===== src/rtl/pfs_pkg.sv =====
package pfs_pkg;

  typedef enum logic [1:0] {
    PH_IDLE    = 2'd0,
    PH_WARN    = 2'd1,
    PH_HOLD    = 2'd2,
    PH_RECOVER = 2'd3
  } pfsPhase_t;

  typedef struct packed {
    logic blockBus;
    logic alert;
    logic battery;
  } pfsStrobe_t;

endpackage


===== src/rtl/pfs_ctrl.sv =====
module pfs_ctrl
  import pfs_pkg::*;
#(
  parameter int WARN_CYCLES    = 2500,
  parameter int RECOVER_CYCLES = 100000
) (
  input  logic       clk,
  input  logic       rstN,
  input  logic       belowDeselect,
  input  logic       belowSwitch,
  output pfsStrobe_t strb
);

  localparam int MAX_WIN = (WARN_CYCLES > RECOVER_CYCLES) ? WARN_CYCLES : RECOVER_CYCLES;
  localparam int CW      = $clog2(MAX_WIN + 1);
  localparam logic [CW-1:0] WARN_LAST = CW'(WARN_CYCLES - 1);
  localparam logic [CW-1:0] REC_LAST  = CW'(RECOVER_CYCLES - 1);

  pfsPhase_t      phase, phaseNext;
  logic [CW-1:0]  winCnt, winCntNext;
  logic           batReg;
  logic           fallen;

  assign fallen = belowDeselect | belowSwitch;

  always_comb begin
    phaseNext  = phase;
    winCntNext = winCnt;
    unique case (phase)
      PH_IDLE: begin
        winCntNext = '0;
        if (belowSwitch)        phaseNext = PH_HOLD;
        else if (belowDeselect) phaseNext = PH_WARN;
      end
      PH_WARN: begin
        if (!fallen) begin
          phaseNext  = PH_IDLE;
          winCntNext = '0;
        end else if (belowSwitch || winCnt == WARN_LAST) begin
          phaseNext  = PH_HOLD;
          winCntNext = '0;
        end else begin
          winCntNext = winCnt + 1'b1;
        end
      end
      PH_HOLD: begin
        winCntNext = '0;
        if (!fallen) phaseNext = PH_RECOVER;
      end
      PH_RECOVER: begin
        if (fallen) begin
          phaseNext  = PH_HOLD;
          winCntNext = '0;
        end else if (winCnt == REC_LAST) begin
          phaseNext  = PH_IDLE;
          winCntNext = '0;
        end else begin
          winCntNext = winCnt + 1'b1;
        end
      end
      default: phaseNext = PH_IDLE;
    endcase
  end

  always_ff @(posedge clk or negedge rstN) begin
    if (!rstN) begin
      phase  <= PH_IDLE;
      winCnt <= '0;
      batReg <= 1'b0;
    end else begin
      phase  <= phaseNext;
      winCnt <= winCntNext;
      batReg <= belowSwitch;
    end
  end

  assign strb.blockBus = (phase == PH_HOLD) || (phase == PH_RECOVER);
  assign strb.alert    = (phase == PH_WARN) || (phase == PH_HOLD);
  assign strb.battery  = batReg;


  alert_on_fall_chk: assert property (@(posedge clk) disable iff (!rstN)
    (phase == PH_IDLE && fallen) |=> strb.alert);


  early_recover_chk: assert property (@(posedge clk) disable iff (!rstN)
    (phase == PH_WARN && !fallen) |=> (!strb.alert && !strb.blockBus));


  battery_in_protect_chk: assert property (@(posedge clk) disable iff (!rstN)
    strb.battery |-> strb.blockBus);


  release_after_hold_chk: assert property (@(posedge clk) disable iff (!rstN)
    $fell(strb.blockBus) |-> ($past(phase) == PH_RECOVER && !strb.alert));


  redip_rehold_chk: assert property (@(posedge clk) disable iff (!rstN)
    (phase == PH_RECOVER && fallen) |=> (strb.blockBus && winCnt == '0));

endmodule


===== src/rtl/pfs_gate.sv =====
module pfs_gate
  import pfs_pkg::*;
(
  input  logic       clk,
  input  logic       rstN,
  input  pfsStrobe_t strb,
  input  logic       hostSel,
  input  logic       hostWr,
  input  logic       hostOe,
  output logic       memSel,
  output logic       memWr,
  output logic       memOe,
  output logic       alertPullDown,
  output logic       busProtected,
  output logic       batterySel
);

  logic wrArmed;

  always_ff @(posedge clk or negedge rstN) begin
    if (!rstN)              wrArmed <= 1'b1;
    else if (!hostWr)       wrArmed <= 1'b1;
    else if (strb.blockBus) wrArmed <= 1'b0;
  end

  assign memSel        = hostSel & ~strb.blockBus;
  assign memWr         = hostSel & hostWr & wrArmed & ~strb.blockBus;
  assign memOe         = hostSel & hostOe & ~hostWr & ~strb.blockBus;
  assign alertPullDown = strb.alert;
  assign busProtected  = strb.blockBus;
  assign batterySel    = strb.battery;


  no_access_protected_chk: assert property (@(posedge clk) disable iff (!rstN)
    busProtected |-> (!memSel && !memWr && !memOe));


  stale_write_blocked_chk: assert property (@(posedge clk) disable iff (!rstN)
    (busProtected && hostWr) |=> !memWr);


  write_cut_chk: assert property (@(posedge clk) disable iff (!rstN)
    $rose(busProtected) |-> !memWr);

endmodule


===== src/rtl/power_fail_seq.sv =====
module power_fail_seq
  import pfs_pkg::*;
#(
  parameter int WARN_CYCLES    = 2500,
  parameter int RECOVER_CYCLES = 100000
) (
  input  logic clk,
  input  logic rstN,
  input  logic belowDeselect,
  input  logic belowSwitch,
  input  logic hostSel,
  input  logic hostWr,
  input  logic hostOe,
  output logic memSel,
  output logic memWr,
  output logic memOe,
  output logic alertPullDown,
  output logic busProtected,
  output logic batterySel
);

  pfsStrobe_t strb;

  pfs_ctrl #(
    .WARN_CYCLES   (WARN_CYCLES),
    .RECOVER_CYCLES(RECOVER_CYCLES)
  ) u_ctrl (
    .clk          (clk),
    .rstN         (rstN),
    .belowDeselect(belowDeselect),
    .belowSwitch  (belowSwitch),
    .strb         (strb)
  );

  pfs_gate u_gate (
    .clk          (clk),
    .rstN         (rstN),
    .strb         (strb),
    .hostSel      (hostSel),
    .hostWr       (hostWr),
    .hostOe       (hostOe),
    .memSel       (memSel),
    .memWr        (memWr),
    .memOe        (memOe),
    .alertPullDown(alertPullDown),
    .busProtected (busProtected),
    .batterySel   (batterySel)
  );

endmodule


===== config.mk =====
export PLATFORM = sky130hd
export DESIGN_NAME = power_fail_seq
export DESIGN_NICKNAME = d
export VERILOG_FILES = /design/src/rtl/pfs_pkg.sv /design/src/rtl/pfs_ctrl.sv /design/src/rtl/pfs_gate.sv /design/src/rtl/power_fail_seq.sv
export SDC_FILE = /design/constraint.sdc
export NUM_CORES = 1
export LEC_CHECK = 0
export BUFFER_PORTS_ARGS = -buffer_cell sky130_fd_sc_hd__buf_2
export CAP_MARGIN = 15
export CORE_AREA = 2 2 49 51
export CTS_BUF_LIST = sky130_fd_sc_hd__clkbuf_16
export CTS_CLUSTER_DIAMETER = 80
export CTS_CLUSTER_SIZE = 16
export DETAILED_ROUTE_END_ITERATION = 8
export DIE_AREA = 0 0 51 53
export MAX_ROUTING_LAYER = met4
export PLACE_DENSITY = 0.77
export SYNTH_ARGS = -nofsm -noshare
export SYNTH_HDL_FRONTEND = slang
export SYNTH_SLANG_ARGS = --single-unit

===== constraint.sdc =====
create_clock -name clk -period 2.8 [get_ports clk]
set_input_delay 0 -clock clk [delete_from_list [all_inputs] [get_ports clk]]
set_output_delay 0 -clock clk [all_outputs]
set_load 0.02 [all_outputs]

### After elaboration in Yosys (flattened, before gate mapping)

Index checks and enable logic that the tools add are counted.
W data, S select, Z words.

| operators by class | value |
|---|---|
| bitwise operators | 10 |
| reductions and logical operators | 6 |
| add/sub/neg operators | 1 |
| eq/ne operators | 10 |
| multiplexer cells | 15 |

Operators by type and width:

| operator | number |
|---|---|
| $mux W17 | 4 |
| $pmux W17 S3 | 1 |
| $add A17 B1 Y17 const B | 1 |
| $eq A17 B12 Y1 const B | 1 |
| $eq A17 B17 Y1 const B | 1 |
| $mux W2 | 7 |
| $pmux W2 S4 | 1 |
| $and A1 B1 Y1 | 7 |
| $ne A3 B3 Y1 const B | 2 |
| $eq A2 B2 Y1 const B | 2 |
| $reduce_and A4 Y1 | 1 |
| $logic_or A1 B1 Y1 | 3 |
| $ne A3 B1 Y1 const B | 1 |
| $eq A2 B1 Y1 const B | 1 |
| $logic_not A2 Y1 | 1 |
| $mux W1 | 2 |
| $ne A2 B1 Y1 const B | 1 |
| $ne A2 B2 Y1 const B | 1 |
| $not A1 Y1 | 2 |
| $reduce_or A2 Y1 | 1 |
| $or A1 B1 Y1 | 1 |

| storage, ports and cells | value |
|---|---|
| input bits | 7 |
| flip-flop bits (word level) | 21 |
| output and inout port bits | 6 |

### Depth between registers and ports, before layout

| depth | value |
|---|---|
| depth after elaboration | 5 |
| mapped depth | 7 |
| gate-level depth less buffers | 6 |

### Modules after synthesis

Synthesis repeated with hierarchy kept, for this count alone.

| second synthesis, totals | value |
|---|---|
| cell total of the unflattened synthesis | 123 |
| area total of the unflattened synthesis | 1,236.2 um2 |

Modules (own cells, without submodules):

| module | instances | area each (um2) | cells each |
|---|---|---|---|
| pfs_ctrl | 1 | 1,147.4 | 113 |
| pfs_gate | 1 | 88.8 | 10 |

### Least setup slack after synthesis

Ideal clock, no wire load.

| timing | value |
|---|---|
| path type | reg-to-reg |
| from | reg u_ctrl.winCnt[0] |
| to | reg u_ctrl.winCnt[16] |
| arrival | 1.488 ns |
| library setup time | 0.119 ns |
| path slack | 1.193 ns |
| required time | 2.681 ns |
| buffers on the path | 0 |
| clock period less this slack | 1.607 ns |
| stages on the path, launching flop included | 7 |
| cells stage by stage | dfrtp_1 -> ha_1 -> inv_1 -> or4_4 -> nor2_4 -> xnor2_1 -> nor2_2 |

| between the ends | value |
|---|---|
| word-level cells in the longest chain between the ends | 5 |
| elaborated cells between the ends (all ways) | 9 |
| classes of those cells | 1 x add/sub; 2 x eq/ne; 5 x mux; 1 x reduce/logical |

Ends and longest elaborated chain:

| what | line | RTL |
|---|---|---|
| start: declaration | pfs_ctrl.sv:20 | `logic [CW-1:0] winCnt, winCntNext;` |
| start signal: assignment | pfs_ctrl.sv:72 | `winCnt <= winCntNext;` |
| branches (longest 4 deep; another with $add A17 B1 Y17) | n/a |  |
| $pmux W17 S3 * | pfs_ctrl.sv:29 | `unique case (phase)` |
| named net u_ctrl.winCntNext[16] | pfs_ctrl.sv:20 |  |

Mark *: on every way through the listed nets, which the timed path passes.
A chain may end at the register's enable or synchronous reset.

### Final worst setup path

| timing | value |
|---|---|
| from | reg u_ctrl.winCnt[2] |
| to | reg u_ctrl.winCnt[2] |

The elaborated chain is that of the path after synthesis.

==> impl_metrics.toml <==
[status]
outcome = "finished, final reports clean"

[finish]
nets = 156
fin_util_pct = 66.1
fill_cells = 171
syn_to_final_growth_pct = 15.8
diodes = 0
seq_area_um2 = 527
drive_gt1_share_pct = 18.7
layout_common_cells = "nor2_1, dfrtp_1, buf_2, xor2_1, ha_1"
multi_input_area_um2 = 669
final_cells = 167
final_area_um2 = 1420

[critical_path]
crit_buf_inv = 0
crit_family = "simple AND/OR/NAND/NOR gates"
slowest_delay_ns = 0.47
arrival_ns = 1.93
cp-end-kind = "flop"
path_class = "reg2reg"
reg2reg_from = "u_ctrl.winCnt[2]$_DFF_PN0_"
path_cells = "nor4b_1 -> a41oi_1 -> nand3_1 -> o21a_2 -> nor2_1"
cp-start-kind = "flop"
crit_fanout = 17
slowest_stage = "dfrtp_1"
startpoint = "u_ctrl.winCnt[2]$_DFF_PN0_"
cp_data_required_time_ns = 2.92

[pwr]
clkPwrFrac_pct = 31.1
cellPowerDensity_nw_per_um2 = 674
p_leak_nw = 0.627
comb_power_share_pct = 31.3
peakVddDrop_mv = 0.434
p_sw_share_pct = 33.0
p_seq_share_pct = 37.5
internal_power_uw = 642
switchingPower_uw = 316

[min_path]
min_from = "belowDeselect"
min_path_type = "in2reg"

[floorplan]
coreArea_um2 = 2150
fp.dieArea_um2 = 2700
fp.dieW_um = 51
initial_core_util_pct = 57.1
rows = 17
io-pin-count = 13
die_h_um = 53

[global_routing]
overflow = 0
grt_max_degree = 22
antenna_found_initial = 0
grtUsageTotal_pct = 21.0
grt_pass1_vias = 891
grt_pass1_wl_um = 4000

[detailed_routing]
vias = 930
drc = 0
wl_per_cell_um = 15.4
ant_nets = 0
drtIter0Drc = 33
via_per_inst = 5.57
wl_um = 2570
dr.pass1.iters = 4

[synth]
yosys-top-cells-area = "dfrtp_1, ha_1, xor2_1"
synth.distinct_cells = 34
yosys.area.top_type = "dfrtp_1"
ys.flop_type = "dfrtp_1"
yosysSeqAreaShare_pct = 43.0
synth_edf_count = 0
synth_top_area_share_pct = 40.8
synth_fp_nets = 137
syn_area_um2 = 1230
synth_warnings = 0
syn-mean-instance-area_um2 = 10.1
synthArstFlopShare_pct = 100
synth_cells = 121
synth-seq-cells = 21

[place]
post-dp-hpwl_um = 1700
dp_cells = 160
pre_cts_ws_ns = 1.04
gp_congestion = 0.813
io_buffer_count = 12
placed_cell_area_um2 = 1310

[sta]
fin_crit_sh_pct = 64.3
skew_ns = 0.00106
hold_viol = 0
period_minus_slack_ns = 1.80
setup_tns_ns = 0
setup_viol = 0
worstMarginPinSlew_ns = 0.468
slew_violations = 0
fmax_mhz = 555
rsz0062_at_grt = "false"
setup_ws_ns = 0.998
max_slew_margin_pct = 68.8

[run]
drv_cap = 0

[clocking]
hold_buffers = 3
cts_tree = "done"
post_cts_resized = 0
clock_latency_ns = 0.25
cts.sinks = 21
clock_path_buffers = 2
htree_num_levels = 1
cts_made_buffers = 3
cts_setup_buffers = 0
clk_pin_slew_ns = 0.06
cts-root-buf = "clkbuf_16"
[sequential cells by signal, summed over array words and instances, names as in the netlist, named ones only]
name,flops
u_ctrl.phase,1
u_ctrl.winCnt,17
u_ctrl.batReg,1
u_gate.wrArmed,1
[metal layers]
metal / up-vias / routed length [um] / GRT usage [%]
met2: 31 / 1330 / 35.3
met5: - / 0 / -
met4: 0 / 43 / 10.4
met3: 6 / 105 / 4.80
li1: 450 / - / -
met1: 443 / 1090 / 23.6
[metrics by stage]
step / hold WS (ns) / power (mW)
2_1_floorplan: -0.296 / 0.591
3_3_place_gp: -0.0277 / 0.653
3_5_place_dp: -0.0188 / 0.665
4_1_cts: 0.211 / 0.964
5_1_grt: 0.240 / 1.01
6_report: 0.207 / 0.958
[cells in the mapped netlist (all sizes together), types with 2 or more instances]
library cell  number
nand4b             2
nand2              8
nor2              24
mux2i              4
dfrtp             20
nand4              4
nor4               3
nor2b              2
and3               2
inv                5
xor2               9
nand3              8
ha                 9
xnor2              6
[layout make-up]
class	instances	area share (%)
timing repair buffer	15	6.34
clock inverter	1	0.352
tap	28	2.47
sequential	21	37.1
multi-input combinational	94	47.1
clock buffer	3	5.29
inverter	5	1.32
[path summary, 6_finish.rpt]
kind | endpoint | slack [ns] | cells past startpoint
min in group asynchronous | u_ctrl.winCnt[6]$_DFF_PN0_ | 0.23 | 2
hold reg to reg | u_gate.wrArmed$_DFFE_PN1P_ | 0.47 | 2
setup reg to reg | u_ctrl.winCnt[2]$_DFF_PN0_ | 1.0 | 5
max in group asynchronous | u_gate.wrArmed$_DFFE_PN1P_ | 2.22 | 2
hold / removal | u_ctrl.phase[0]$_DFFE_PN0P_ | 0.21 | 4
setup / recovery | u_ctrl.winCnt[2]$_DFF_PN0_ | 1.0 | 5
[worst reg2reg max path, cell delays in order (launching register included)]
cell,delay (ns)
dfrtp_1,0.47
nor4b_1,0.42
a41oi_1,0.20
nand3_1,0.13
o21a_2,0.36
nor2_1,0.10
[power groups by stage]
stage	registers, mW	clock network, mW	logic [mW]
detailed placement	0.364	0	0.301
floorplan	0.360	0	0.231
global placement	0.363	0	0.290
global route	0.363	0.316	0.333
CTS	0.359	0.300	0.305
finish	0.360	0.298	0.300
[kinds of logic (layout without fill, tap and decap cells)]
kind of cell	count (synthesis)	after routing	synth area share [%]
buffers and inverters	6	24	2.45
multiplexers	4	4	3.27
adder cells (fa/ha/maj)	9	9	9.18
XOR/XNOR	15	15	10.7
AND/OR/NAND/NOR	61	61	28.1
AO/OA/AOI/OAI	5	5	3.37
flip-flops	21	21	43.0
Note: power is estimated with default switching activity, not from simulation.
